### src/rtl/hp_pkg.sv
`timescale 1ns/1ps
package hp_pkg;

    typedef enum logic [1:0] {
        PS_SYNTH = 2'd0,
        PS_UART  = 2'd1,
        PS_DEAD  = 2'd2
    } port_state_e;

    localparam logic [7:0] CMD_OPEN  = 8'h3F;
    localparam logic [7:0] CMD_CLOSE = 8'hFF;
    localparam int SYNC_STAGES = 2;

    typedef struct packed {
        logic       a;
        logic       cs_n;
        logic       rd_n;
        logic       wr_n;
        logic [7:0] d;
    } bus_pins_t;

    localparam int PINS_W = $bits(bus_pins_t);
    localparam bus_pins_t PINS_IDLE = '{a: 1'b0, cs_n: 1'b1, rd_n: 1'b1, wr_n: 1'b1, d: 8'h00};

    typedef struct packed {
        logic       wr_ev;
        logic       rd_ev;
        logic       sel_ctrl;
        logic [7:0] wdata;
    } bus_event_t;

    function automatic logic [7:0] make_status(input logic ready, input logic busy);
        return {~ready, busy, 6'h3F};
    endfunction

endpackage

### src/rtl/hp_sync.sv
`timescale 1ns/1ps
module hp_sync #(
    parameter int W = 8,
    parameter int STAGES = 2,
    parameter logic [W-1:0] RST_VAL = '0
) (
    input  logic         clk,
    input  logic         rst,
    input  logic [W-1:0] din,
    output logic [W-1:0] dout
);
    logic [W-1:0] stage_q [STAGES];

    for (genvar i = 0; i < STAGES; i++) begin : g_stage
        always_ff @(posedge clk) begin
            if (rst) begin
                stage_q[i] <= RST_VAL;
            end else if (i == 0) begin
                stage_q[i] <= din;
            end else begin
                stage_q[i] <= stage_q[(i == 0) ? 0 : i - 1];
            end
        end
    end

    assign dout = stage_q[STAGES-1];
endmodule

### src/rtl/hp_bus_decode.sv
`timescale 1ns/1ps
module hp_bus_decode
    import hp_pkg::*;
(
    input  logic       clk,
    input  logic       rst,
    input  bus_pins_t  pins_s,
    output bus_event_t ev,
    output logic       read_active,
    output logic       read_ctrl
);
    bus_pins_t prev_q;

    always_ff @(posedge clk) begin
        if (rst) begin
            prev_q <= PINS_IDLE;
        end else begin
            prev_q <= pins_s;
        end
    end

    always_comb begin
        ev.wr_ev    = pins_s.wr_n & ~prev_q.wr_n & ~prev_q.cs_n;
        ev.rd_ev    = pins_s.rd_n & ~prev_q.rd_n & ~prev_q.cs_n;
        ev.sel_ctrl = prev_q.a;
        ev.wdata    = prev_q.d;
    end

    assign read_active = ~pins_s.cs_n & ~pins_s.rd_n;
    assign read_ctrl   = pins_s.a;
endmodule

### src/rtl/hp_core.sv
`timescale 1ns/1ps
module hp_core
    import hp_pkg::*;
#(
    parameter int TIMEOUT_CYC = 9600,
    parameter int MIN_GAP     = 34
) (
    input  logic        clk,
    input  logic        rst,
    input  bus_event_t  ev,
    input  logic        rx_valid,
    input  logic [7:0]  rx_byte,
    output port_state_e state,
    output logic        pending,
    output logic [7:0]  data_reg,
    output logic        busy,
    output logic        hdata_valid,
    output logic [7:0]  hdata_byte,
    output logic        wr_too_fast
);
    localparam int AGE_W = $clog2(TIMEOUT_CYC + 1);
    localparam int GAP_W = $clog2(MIN_GAP + 1);
    localparam logic [AGE_W-1:0] AGE_MAX = AGE_W'(TIMEOUT_CYC - 1);
    localparam logic [GAP_W-1:0] GAP_LOAD = GAP_W'(MIN_GAP);

    port_state_e      state_q, state_d;
    logic             pend_q;
    logic [7:0]       data_q;
    logic [AGE_W-1:0] age_q;
    logic [GAP_W-1:0] gap_q;
    logic             accept, rejected, rx_take, consume, timeout_hit;

    assign accept      = ev.wr_ev && (gap_q == '0);
    assign rejected    = ev.wr_ev && (gap_q != '0);
    assign rx_take     = rx_valid && (state_q == PS_UART);
    assign consume     = ev.rd_ev && !ev.sel_ctrl && (state_q == PS_UART);
    assign timeout_hit = pend_q && !rx_take && (state_q == PS_UART) && (age_q == AGE_MAX);

    always_comb begin
        state_d = state_q;
        if (accept && ev.sel_ctrl) begin
            case (state_q)
                PS_SYNTH: if (ev.wdata == CMD_OPEN)  state_d = PS_UART;
                PS_UART:  if (ev.wdata == CMD_CLOSE) state_d = PS_SYNTH;
                PS_DEAD:  if (ev.wdata == CMD_CLOSE) state_d = PS_SYNTH;
                default:  state_d = PS_SYNTH;
            endcase
        end else if (timeout_hit) begin
            state_d = PS_DEAD;
        end
    end

    always_ff @(posedge clk) begin
        if (rst) begin
            state_q <= PS_SYNTH;
            pend_q  <= 1'b0;
            data_q  <= 8'h00;
            age_q   <= '0;
        end else begin
            state_q <= state_d;
            if (state_d != PS_UART) begin
                pend_q <= 1'b0;
            end else if (rx_take) begin
                pend_q <= 1'b1;
                data_q <= rx_byte;
            end else if (consume) begin
                pend_q <= 1'b0;
            end
            if (state_d != PS_UART || rx_take || consume || !pend_q) begin
                age_q <= '0;
            end else if (age_q != AGE_MAX) begin
                age_q <= age_q + 1'b1;
            end
        end
    end

    always_ff @(posedge clk) begin
        if (rst) begin
            gap_q       <= '0;
            hdata_valid <= 1'b0;
            hdata_byte  <= 8'h00;
            wr_too_fast <= 1'b0;
        end else begin
            if (accept) begin
                gap_q <= GAP_LOAD;
            end else if (gap_q != '0) begin
                gap_q <= gap_q - 1'b1;
            end
            hdata_valid <= accept && !ev.sel_ctrl && (state_q != PS_DEAD);
            if (accept && !ev.sel_ctrl) begin
                hdata_byte <= ev.wdata;
            end
            wr_too_fast <= rejected;
        end
    end

    assign state    = state_q;
    assign pending  = pend_q;
    assign data_reg = data_q;
    assign busy     = (gap_q != '0);
endmodule

### src/rtl/midi_host_port.sv
`timescale 1ns/1ps
module midi_host_port
    import hp_pkg::*;
#(
    parameter int TIMEOUT_CYC = 9600,
    parameter int MIN_GAP     = 34
) (
    input  logic       clk,
    input  logic       rst,
    input  logic       bus_a,
    input  logic       bus_cs_n,
    input  logic       bus_rd_n,
    input  logic       bus_wr_n,
    input  logic [7:0] bus_din,
    output logic [7:0] bus_dout,
    output logic       bus_doe,
    output logic       irq,
    input  logic       rx_valid,
    input  logic [7:0] rx_byte,
    output logic       synth_valid,
    output logic [7:0] synth_byte,
    output logic       hdata_valid,
    output logic [7:0] hdata_byte,
    output logic       uart_mode,
    output logic       wr_too_fast
);
    bus_pins_t   pins_raw, pins_s;
    bus_event_t  bus_ev;
    port_state_e state;
    logic        pending, busy, read_active, read_ctrl;
    logic [7:0]  data_reg;
    logic        ev_wr, ev_rd, ev_ctrl;

    assign pins_raw = '{a: bus_a, cs_n: bus_cs_n, rd_n: bus_rd_n, wr_n: bus_wr_n, d: bus_din};

    hp_sync #(
        .W      (PINS_W),
        .STAGES (SYNC_STAGES),
        .RST_VAL(PINS_IDLE)
    ) u_sync (
        .clk (clk),
        .rst (rst),
        .din (pins_raw),
        .dout(pins_s)
    );

    hp_bus_decode u_dec (
        .clk        (clk),
        .rst        (rst),
        .pins_s     (pins_s),
        .ev         (bus_ev),
        .read_active(read_active),
        .read_ctrl  (read_ctrl)
    );

    hp_core #(
        .TIMEOUT_CYC(TIMEOUT_CYC),
        .MIN_GAP    (MIN_GAP)
    ) u_core (
        .clk        (clk),
        .rst        (rst),
        .ev         (bus_ev),
        .rx_valid   (rx_valid),
        .rx_byte    (rx_byte),
        .state      (state),
        .pending    (pending),
        .data_reg   (data_reg),
        .busy       (busy),
        .hdata_valid(hdata_valid),
        .hdata_byte (hdata_byte),
        .wr_too_fast(wr_too_fast)
    );

    assign ev_wr   = bus_ev.wr_ev;
    assign ev_rd   = bus_ev.rd_ev;
    assign ev_ctrl = bus_ev.sel_ctrl;

    assign uart_mode   = (state == PS_UART);
    assign irq         = pending && (state == PS_UART);
    assign synth_valid = rx_valid && (state != PS_UART);
    assign synth_byte  = rx_byte;
    assign bus_doe     = read_active;

    always_comb begin
        if (read_ctrl) begin
            bus_dout = make_status(irq, busy);
        end else if (state == PS_DEAD) begin
            bus_dout = 8'h00;
        end else begin
            bus_dout = data_reg;
        end
    end
endmodule

### config.mk
export PLATFORM = sky130hd
export DESIGN_NAME = midi_host_port
export DESIGN_NICKNAME = d
export VERILOG_FILES = /design/src/rtl/hp_pkg.sv /design/src/rtl/hp_sync.sv /design/src/rtl/hp_bus_decode.sv /design/src/rtl/hp_core.sv /design/src/rtl/midi_host_port.sv
export SDC_FILE = /design/constraint.sdc
export NUM_CORES = 1
export LEC_CHECK = 0
export BUFFER_PORTS_ARGS = -buffer_cell sky130_fd_sc_hd__buf_2
export CORE_MARGIN = 10
export CORE_UTILIZATION = 30
export DETAILED_ROUTE_END_ITERATION = 8
export GPL_ROUTABILITY_DRIVEN = 0
export PLACE_DENSITY = 0.6
export RECOVER_POWER = 25
export SYNTH_ARGS = -nofsm -noshare
export SYNTH_HDL_FRONTEND = slang
export SYNTH_HIERARCHICAL = 1
export SYNTH_SLANG_ARGS = --single-unit
### constraint.sdc
create_clock -name clk -period 2.3 [get_ports clk]
set_input_delay 0.46 -clock clk [delete_from_list [all_inputs] [get_ports clk]]
set_output_delay 0.46 -clock clk [all_outputs]
set_load 0.02 [all_outputs]
## Yosys cells after proc, flatten, opt, wreduce, memory -nomap -nowiden

Memory sizes are Yosys's and may differ from the RTL's.
Index checks and enable logic that the tools add are counted.

| operators by class | value |
|---|---|
| $add $sub $neg | 2 |
| eq/ne operators | 9 |
| multiplexer cells | 16 |
| bitwise operators | 14 |
| reduce and logical (&&, ||, !) cells | 29 |

Operators with widths:

| kind | count |
|---|---|
| $mux W12 | 2 |
| $mux W8 | 2 |
| $add A14 B1 Y14 const B | 1 |
| $eq A14 B14 Y1 const B | 1 |
| $ne A14 B14 Y1 const B | 1 |
| $logic_and A1 B1 Y1 | 13 |
| $mux W6 | 2 |
| $eq A8 B6 Y1 const B | 1 |
| $eq A8 B8 Y1 const B | 1 |
| $mux W2 | 4 |
| $reduce_or A2 Y1 | 4 |
| $not A1 Y1 | 7 |
| $logic_not A6 Y1 | 1 |
| $reduce_bool A6 Y1 | 1 |
| $sub A6 B1 Y6 const B | 1 |
| $and A1 B1 Y1 | 5 |
| $mux W1 | 5 |
| $ne A2 B1 Y1 const B | 2 |
| $pmux W2 S2 | 1 |
| $reduce_bool A2 Y1 | 2 |
| $logic_not A1 Y1 | 3 |
| $logic_or A1 B1 Y1 | 3 |
| $eq A2 B1 Y1 const B | 1 |
| $eq A2 B2 Y1 const B | 1 |
| other kinds (4) | 5 |

| word-level totals | value |
|---|---|
| flip-flop bits (word level) | 53 |
| bits in writable memories | 24 |
| input bits | 23 |
| output and inout bits | 30 |
| memories | 1 |

Memory list:

| name | depth | bits a word | rd ports | clocked after memory_dff | write ports | RTL line | RTL |
|---|---|---|---|---|---|---|---|
| u_sync.stage_q | 2 | 12 | 2 | 0 | 2 | hp_sync.sv:12 | `logic [W-1:0] stage_q [STAGES];` |

## Longest topological paths before layout

Gate-level depths: netlist of the first run.

| depth | value |
|---|---|
| word-level depth | 13 |
| mapped depth | 9 |
| gate-level depth less buffers | 7 |

## Cells and area by module

The synthesis of the first run kept the hierarchy.

Modules (own cells, without submodules):

| module | instances | cells an instance | area each (um2) |
|---|---|---|---|
| hp_core | 1 | 220 | 2095.8 |
| hp_sync | 1 | 50 | 649.4 |
| hp_bus_decode | 1 | 38 | 421.7 |
| midi_host_port | 1 | 25 | 200.2 |

## Worst setup path after synthesis of the first run

No wires, ideal clock.

| timing path | value |
|---|---|
| path kind | register to register |
| from | register u_dec/prev_q[10] (netlist bit) |
| to | register u_core.data_q[0] (netlist: u_core/data_reg[0]) |
| library setup time | 72 ps |
| arrival time | 2259 ps |
| setup slack | -31 ps |
| cell stages (with the launch flop) | 6 |
| buffers on the path | 0 |
| period minus slack after synthesis | 2331 ps |
| cell sequence | dfxtp_1 -> nor3b_1 -> nand4_2 -> a2111o_1 -> a2111oi_4 -> mux2i_1 |

RTL lines:

| item | RTL line | RTL |
|---|---|---|
| from (decl) | hp_bus_decode.sv:12 | `bus_pins_t prev_q;` |
| from (signal assigned) | hp_bus_decode.sv:18 | `prev_q <= pins_s;` |
| to (signal assigned) | hp_core.sv:65 | `data_q <= rx_byte;` |
| to (decl) | hp_core.sv:28 | `logic [7:0] data_q;` |

## Final worst setup path of the first run

| timing path | value |
|---|---|
| from | register u_core.gap_q[5] |
| to | output port bus_dout[6] |

| on the way | value |
|---|---|
| longest elaborated chain between the ends | 2 |

Ends and longest elaborated chain:

| item | RTL line | RTL |
|---|---|---|
| from (decl) | hp_core.sv:30 | `logic [GAP_W-1:0] gap_q;` |
| from (signal assigned) | hp_core.sv:87 | `gap_q <= gap_q - 1'b1;` |
| $reduce_bool A6 Y1 | hp_core.sv:100 | `assign busy = (gap_q != '0);` |
| named net busy | midi_host_port.sv:30 | `logic pending, busy, read_active, read_ctrl;` |
| $mux W8 | midi_host_port.sv:85 | `if (read_ctrl) begin` |
| to (decl) | midi_host_port.sv:15 | `output logic [7:0] bus_dout,` |

The timed path passes the listed nets, and every way through them passes these cells.

==> flow_metrics.env, run 1 <==
export IMPL_outcome="finished clean"
export IMPL_antenna_violating_nets_post_route=0
export IMPL_slowest_delay_ps=340
export IMPL_drtIter0Drc=93
export IMPL_final_net_count=404
export IMPL_crit_slowest_cell="dfxtp_2"
export IMPL_floorplan_core_area_mm2=0.0109
export IMPL_grt_first_pass_wirelength_um=10900
export IMPL_fin_setup_tns_ps=0
export IMPL_place_port_buffers=52
export IMPL_chip_width_um=126
export IMPL_max_slew_margin_pct=33.9
export IMPL_max_cap_violations=0
export IMPL_clk_root_buffer_cell="clkbuf_16"
export IMPL_finalHoldViolations=0
export IMPL_synth_yosys_warnings=6
export IMPL_synthesis_nets=363
export IMPL_post_synth_top_area_fraction_pct=45.8
export IMPL_cpLargestDelayFamily="simple AND/OR/NAND/NOR gates"
export IMPL_cts_reportedPaths_clkPinSlew_ps=60
export IMPL_route_detailed_wl_per_inst_um=12.4
export IMPL_max_clock_path_buffers=2
export IMPL_netlist_top_cell_by_area="dfxtp_1"
export IMPL_yosysSeqAreaShare_pct=45.8
export IMPL_rsz0062_at_grt="false"
export IMPL_cp_data_arrival_time_ps=1720
export IMPL_registers_top_by_ff_count="u_sync/stage_q"
export IMPL_first_global_vias=2289
export IMPL_timing_worst_slew_pin_value_ps=991
export IMPL_hp_class="input pin to flop"
export IMPL_number_of_drc_violations_after_detailed_routing=0
export IMPL_static_leakage_power_uw=0.00167
export IMPL_layout_drive_gt1_share_pct=31.7
export IMPL_power_density_mw_per_mm2=849
export IMPL_crit_path_end_kind="primary output"
export IMPL_setup_ws_ps=115
export IMPL_cts_tree="yes"
export IMPL_timing_setup_critical_path_class="flop to primary output"
export IMPL_synth_edf_count=0
export IMPL_synth_cells=333
export IMPL_ys_top_cells_by_area="dfxtp_1, nor2b_1, mux2i_1"
export IMPL_final_util_pct=36.4
export IMPL_worst_slack_placed_ps=198
export IMPL_critical_path_buf_inv_count=2
export IMPL_vdd_ir_drop_max_v=0.000452
export IMPL_floorplan_initialDensity_pct=30.8
export IMPL_pin_count=53
export IMPL_drv_slew=0
export IMPL_dieHeight_um=126
export IMPL_maximum_operating_frequency_mhz=458
export IMPL_cts_buffers=9
export IMPL_count_of_unique_library_cells_instantiated_by_yosys=51
export IMPL_dieArea_mm2=0.0159
export IMPL_largest_register_ffs=24
export IMPL_antenna_cells_inserted=0
export IMPL_period_needed_ps=2180
export IMPL_ys_flop_type="dfxtp_1"
export IMPL_worst_path_max_fanout=5
export IMPL_grt_antenna_before_repair=0
export IMPL_detail_route_first_pass_iterations=4
export IMPL_final_period_utilization_pct=95.0
export IMPL_layout_cells_most_common="dfxtp_1"
export IMPL_dr_total_vias=2338
export IMPL_netlist_area_mm2=0.00337
export IMPL_worstSkewPairLatency_ps=330
export IMPL_route_detailed_vias_per_inst=4.50
export IMPL_crit_chain="nor4_4 > and2_4 > inv_2 > and2_1 > a31o_1 > buf_2"
export IMPL_critical_path_required_ps=1840
export IMPL_clkSinkCount=77
export IMPL_timing_critical_path_from_type="flop"
export IMPL_finalSetupViolCount=0
export IMPL_maximum_number_of_pins_on_one_net_before_global_route_repair=28
export IMPL_area_delta_synth_final_pct=18.2
export IMPL_highest_count_cells_in_the_layout_ignoring_fill_and_taps="dfxtp_1, buf_2, nor2b_1, mux2i_1, nor3_1"
export IMPL_syn_area_per_cell_um2=10.1
export IMPL_cts_htree_levels=3
export IMPL_timing_clock_skew_ps=4.84
export IMPL_wl_um=6450
export IMPL_placement_rows=38
export IMPL_grt_overflow_total=0
export IMPL_number_of_register_bits_inferred_by_synthesis=77
export IMPL_globalRouteTotalUtil_pct=8.23
export IMPL_dp_wirelength_um=4530
export IMPL_async_reset_ff_share_pct=0
==> worst reg2reg max path: stages (launching register included) <==
cell and delay, ps:
dfxtp_2 340, nor4_4 300, buf_4 170, nand4_2 130, a2111o_1 370, a2111oi_4 310
buf_6 200, mux2i_1 200
==> synthesized netlist by cell type, types with 2 or more instances <==
master / n
nand4_2: 2
inv_1: 9
a211oi_1: 4
and2_1: 4
or2_1: 9
o21ai_0: 2
nand3b_1: 3
or2b_2: 15
and3_1: 3
buf_2: 2
nor3_1: 17
dfxtp_1: 77
ha_1: 7
o211ai_1: 2
nor2_1: 16
mux2i_1: 17
a21o_2: 8
nor4bb_1: 2
clkbuf_1: 9
xnor2_1: 9
and2b_1: 3
nand4_1: 10
nor3b_1: 3
buf_4: 18
a21oi_1: 4
xor2_1: 4
buf_6: 3
nor2b_1: 28
o2bb2ai_1: 2
nor4b_1: 4
nand3_1: 4
nand2_1: 14
==> logic make-up after synthesis <==
logic type               share of synthesized area (%)
adder cells (fa/ha/maj)                           2.60
buffers and inverters                             7.95
flip-flops                                        45.8
XOR/XNOR                                          3.38
multiplexers                                      5.05
AND/OR/NAND/NOR                                   27.6
AO/OA/AOI/OAI                                     7.62
==> layer usage <==
metal	GRT usage, %	routed length [um]	vias up
li1	-	-	1199
met1	9.99	3010	1074
met2	13.0	3030	56
met3	2.94	351	9
met4	3.22	61	0
met5	0	0	-
==> cell type report <==
cell class	instances	area [um2]
clock buffer	9	225
sequential	77	1550
clock inverter	7	77.6
fill	1110	6960
tap	140	175
timing repair buffer	65	358
inverter	9	33.8
multi-input combinational	212	1570
==> metrics by stage <==
step	hold slack [ps]	instance area, um2	power, uW	cells
2_1_floorplan	383	3370	1830	333
3_3_place_gp	387	3640	1890	500
3_5_place_dp	395	3640	1900	500
4_1_cts	290	3960	3370	517
5_1_grt	307	3980	3540	519
6_report	302	3980	3380	519
==> worst paths after layout <==
check,startpoint,endpoint,slack [ps],depth (start not counted)
max,u_core/gap_q[5],bus_dout[6],120,6
min,bus_wr_n,u_sync/stage_q[0][8],300,2
max reg2reg,u_core/gap_q[5],u_core/data_reg[1],200,7
min reg2reg,u_sync/stage_q[0][8],u_sync/stage_q[1][8],400,1
==> power breakdown <==
| part | total (uW) | internal (uW) | switching (uW) | leakage [uW] |
|---|---|---|---|---|
| clock | 1420 | 853 | 565 | 0.000147 |
| combinational | 485 | 240 | 245 | 0.000893 |
| sequential | 1480 | 1410 | 66.5 | 0.000629 |
| total | 3380 | 2500 | 877 | 0.00167 |
==> timing repair <==
item,in CTS,in global routing
hold buffers,0,0
gates resized for setup,1,6
endpoints found under the setup margin,1,12
setup buffers,1,2
pin swaps,1,3
(Power assumes the default switching activity.)
==> run 2, diff against run 1 <==
- CAP_MARGIN: unset -> 20
- PLACE_DENSITY: 0.6 -> 0.61
- SYNTH_HIERARCHICAL: 1 -> unset
==> flow_metrics.env, run 2 <==
export IMPL_count_of_unique_library_cells_instantiated_by_yosys=44
export IMPL_combPwrFrac_pct=14.9
export IMPL_final_period_utilization_pct=101
export IMPL_worstSkewPairLatency_ps=360
export IMPL_registers_top_by_ff_count="u_sync.stage_q"
export IMPL_drv_slew=0
export IMPL_pin_count=53
export IMPL_layout_drive_gt1_share_pct=27.9
export IMPL_detail_route_first_pass_iterations=4
export IMPL_fin_setup_tns_ps=-92.0
export IMPL_timing_critical_path_from_type="flop"
export IMPL_crit_slowest_cell="or4_1"
export IMPL_cp_data_arrival_time_ps=2610
export IMPL_maximum_operating_frequency_mhz=431
export IMPL_post_synth_top_area_fraction_pct=49.6
export IMPL_ys_top_cells_by_area="dfxtp_1, nor2b_1, mux2i_1"
export IMPL_layout_cells_most_common="dfxtp_1"
export IMPL_synth_cells=316
export IMPL_post_layout_total_power_uw=2830
export IMPL_finalSetupViolCount=8
export IMPL_netlist_area_mm2=0.00311
export IMPL_timing_worst_slew_pin_value_ps=965
export IMPL_critical_path_required_ps=2590
export IMPL_grt_antenna_before_repair=0
export IMPL_clkSinkCount=77
export IMPL_chip_width_um=122
export IMPL_outcome="finished, violations left"
export IMPL_maximum_number_of_pins_on_one_net_before_global_route_repair=44
export IMPL_post_synth_most_frequent_cells="dfxtp_1, nor2b_1, mux2i_1, nand2b_1"
export IMPL_finalHoldWorstSlack_ps=291
export IMPL_largest_register_ffs=24
export IMPL_hp_class="input pin to flop"
export IMPL_ys_flop_type="dfxtp_1"
export IMPL_grt_first_pass_wirelength_um=11100
export IMPL_final_util_pct=36.7
export IMPL_dieArea_mm2=0.0148
export IMPL_final_net_count=398
export IMPL_worst_path_max_fanout=8
export IMPL_rsz0062_at_grt="true"
export IMPL_placement_rows=37
export IMPL_route_detailed_vias_per_inst=4.56
export IMPL_setup_ws_ps=-18.5
export IMPL_p_clk_share_pct=33.6
export IMPL_highest_count_cells_in_the_layout_ignoring_fill_and_taps="dfxtp_1, buf_2, nor2b_1, mux2i_1, nand2b_1"
export IMPL_crit_chain="inv_2 > ha_4 > or2b_1 > or4_1 > a311o_1 > a2111oi_4 > buf_6 > mux2i_1"
export IMPL_cts_reportedPaths_clkPinSlew_ps=90
export IMPL_globalRouteTotalUtil_pct=9.20
export IMPL_area_delta_synth_final_pct=20.7
export IMPL_slowest_delay_ps=400
export IMPL_antenna_cells_inserted=0
export IMPL_dp_wirelength_um=4670
export IMPL_failed_checks="negative setup slack"
export IMPL_period_needed_ps=2320
export IMPL_dr_total_vias=2320
export IMPL_synthesis_nets=346
export IMPL_floorplan_core_area_mm2=0.0102
export IMPL_timing_clock_skew_ps=9.19
export IMPL_clk_root_buffer_cell="clkbuf_8"
export IMPL_grt_overflow_total=0
export IMPL_timing_setup_critical_path_class="flop to flop"
export IMPL_yosysSeqAreaShare_pct=49.6
export IMPL_final_cells=509
export IMPL_crit_path_end_kind="flop"
export IMPL_power_report_internal_total_uw=2010
export IMPL_cts_buffers=9
export IMPL_syn_area_per_cell_um2=9.84
export IMPL_synth_yosys_warnings=0
export IMPL_drtIter0Drc=188
export IMPL_place_port_buffers=52
export IMPL_wl_um=6700
export IMPL_power_density_mw_per_mm2=755
export IMPL_placedCellCount=489
export IMPL_static_leakage_power_uw=0.00146
export IMPL_synth_most_common_cell="dfxtp_1"
export IMPL_max_cap_violations=0
export IMPL_max_slew_margin_pct=35.7
export IMPL_synth_edf_count=0
export IMPL_cts_tree="yes"
export IMPL_netlist_top_cell_by_area="dfxtp_1"
export IMPL_async_reset_ff_share_pct=0
export IMPL_switching_share_pct=29.1
export IMPL_antenna_violating_nets_post_route=0
export IMPL_dieHeight_um=122
export IMPL_number_of_register_bits_inferred_by_synthesis=77
export IMPL_first_global_vias=2292
export IMPL_switchingPower_uw=826
export IMPL_register_share_of_total_power_pct=51.5
export IMPL_number_of_drc_violations_after_detailed_routing=0
export IMPL_max_clock_path_buffers=2
export IMPL_cts_htree_levels=3
export IMPL_floorplan_initialDensity_pct=30.4
export IMPL_route_detailed_wl_per_inst_um=13.2
export IMPL_finalHoldViolations=0
export IMPL_vdd_ir_drop_max_v=0.000258
## run 2: final cells by class
cell class	count	area, um2
Clock buffer	9	124
Clock inverter	7	60.1
Fill cell	1051	6480
Inverter	11	41.3
Multi-Input combinational cell	206	1470
Sequential cell	77	1540
Tap cell	136	170
Timing Repair Buffer	63	343
## run 2: worst max-delay path: cells and delay by family, from the launching register on
family,cells,cell delay (ps)
AO/OA/AOI/OAI,2,670
adder cells (fa/ha/maj),1,140
buffers and inverters,2,280
flip-flops,1,340
multiplexers,1,180
AND/OR/NAND/NOR,2,630
## run 2: per-stage QoR
step / instance area (um2) / setup WS, ps
floorplan: 3120 / -50.1
global placement: 3510 / 52.8
detailed placement: 3510 / -23.2
CTS: 3710 / -2.74
global route: 3750 / -114
finish: 3750 / -18.5
## run 2: kinds of logic (layout without fill, tap and decap cells)
| logic type | count (synthesis) | in the layout | share of synthesized area, % |
|---|---|---|---|
| adder cells (fa/ha/maj) | 7 | 7 | 2.82 |
| AND/OR/NAND/NOR | 141 | 141 | 26.4 |
| multiplexers | 17 | 17 | 5.47 |
| flip-flops | 77 | 77 | 49.6 |
| buffers and inverters | 33 | 90 | 4.95 |
| AO/OA/AOI/OAI | 30 | 30 | 7.61 |
| XOR/XNOR | 11 | 11 | 3.10 |
## run 2: final timing paths
check / startpoint / end / slack (ps) / cells after the start
max: u_core.state[1] / u_core.data_reg[0] / -20 / 8
min: bus_wr_n / u_sync.stage_q[0][8] / 290 / 2
max reg2reg: u_core.state[1] / u_core.data_reg[0] / -20 / 8
min reg2reg: u_sync.stage_q[0][10] / u_sync.stage_q[1][10] / 420 / 1
## run 2: timing repair
item | CTS | global route
cloned | 0 | 0
hold buffers | 0 | 0
endpoints found under the setup margin | 10 | 26
pin swaps | 0 | 2
gates resized for setup | 2 | 10
setup buffers | 2 | 2
## run 2: per-layer routing
metal	up-vias	GRT usage, %	part of all wire [%]
li1	1190	-	-
met1	1057	11.3	47
met2	62	13.6	45
met3	11	3.65	5.7
met4	0	4.84	2.0
met5	-	0	0
## run 2: power by group through the flow
| stage | clock (uW) | sequential (uW) | combinational, uW |
|---|---|---|---|
| floorplan | 0 | 1470 | 310 |
| CTS | 985 | 1460 | 420 |
| finish | 952 | 1460 | 423 |
| global placement | 0 | 1480 | 402 |
| detailed placement | 0 | 1490 | 417 |
| global route | 1040 | 1470 | 483 |
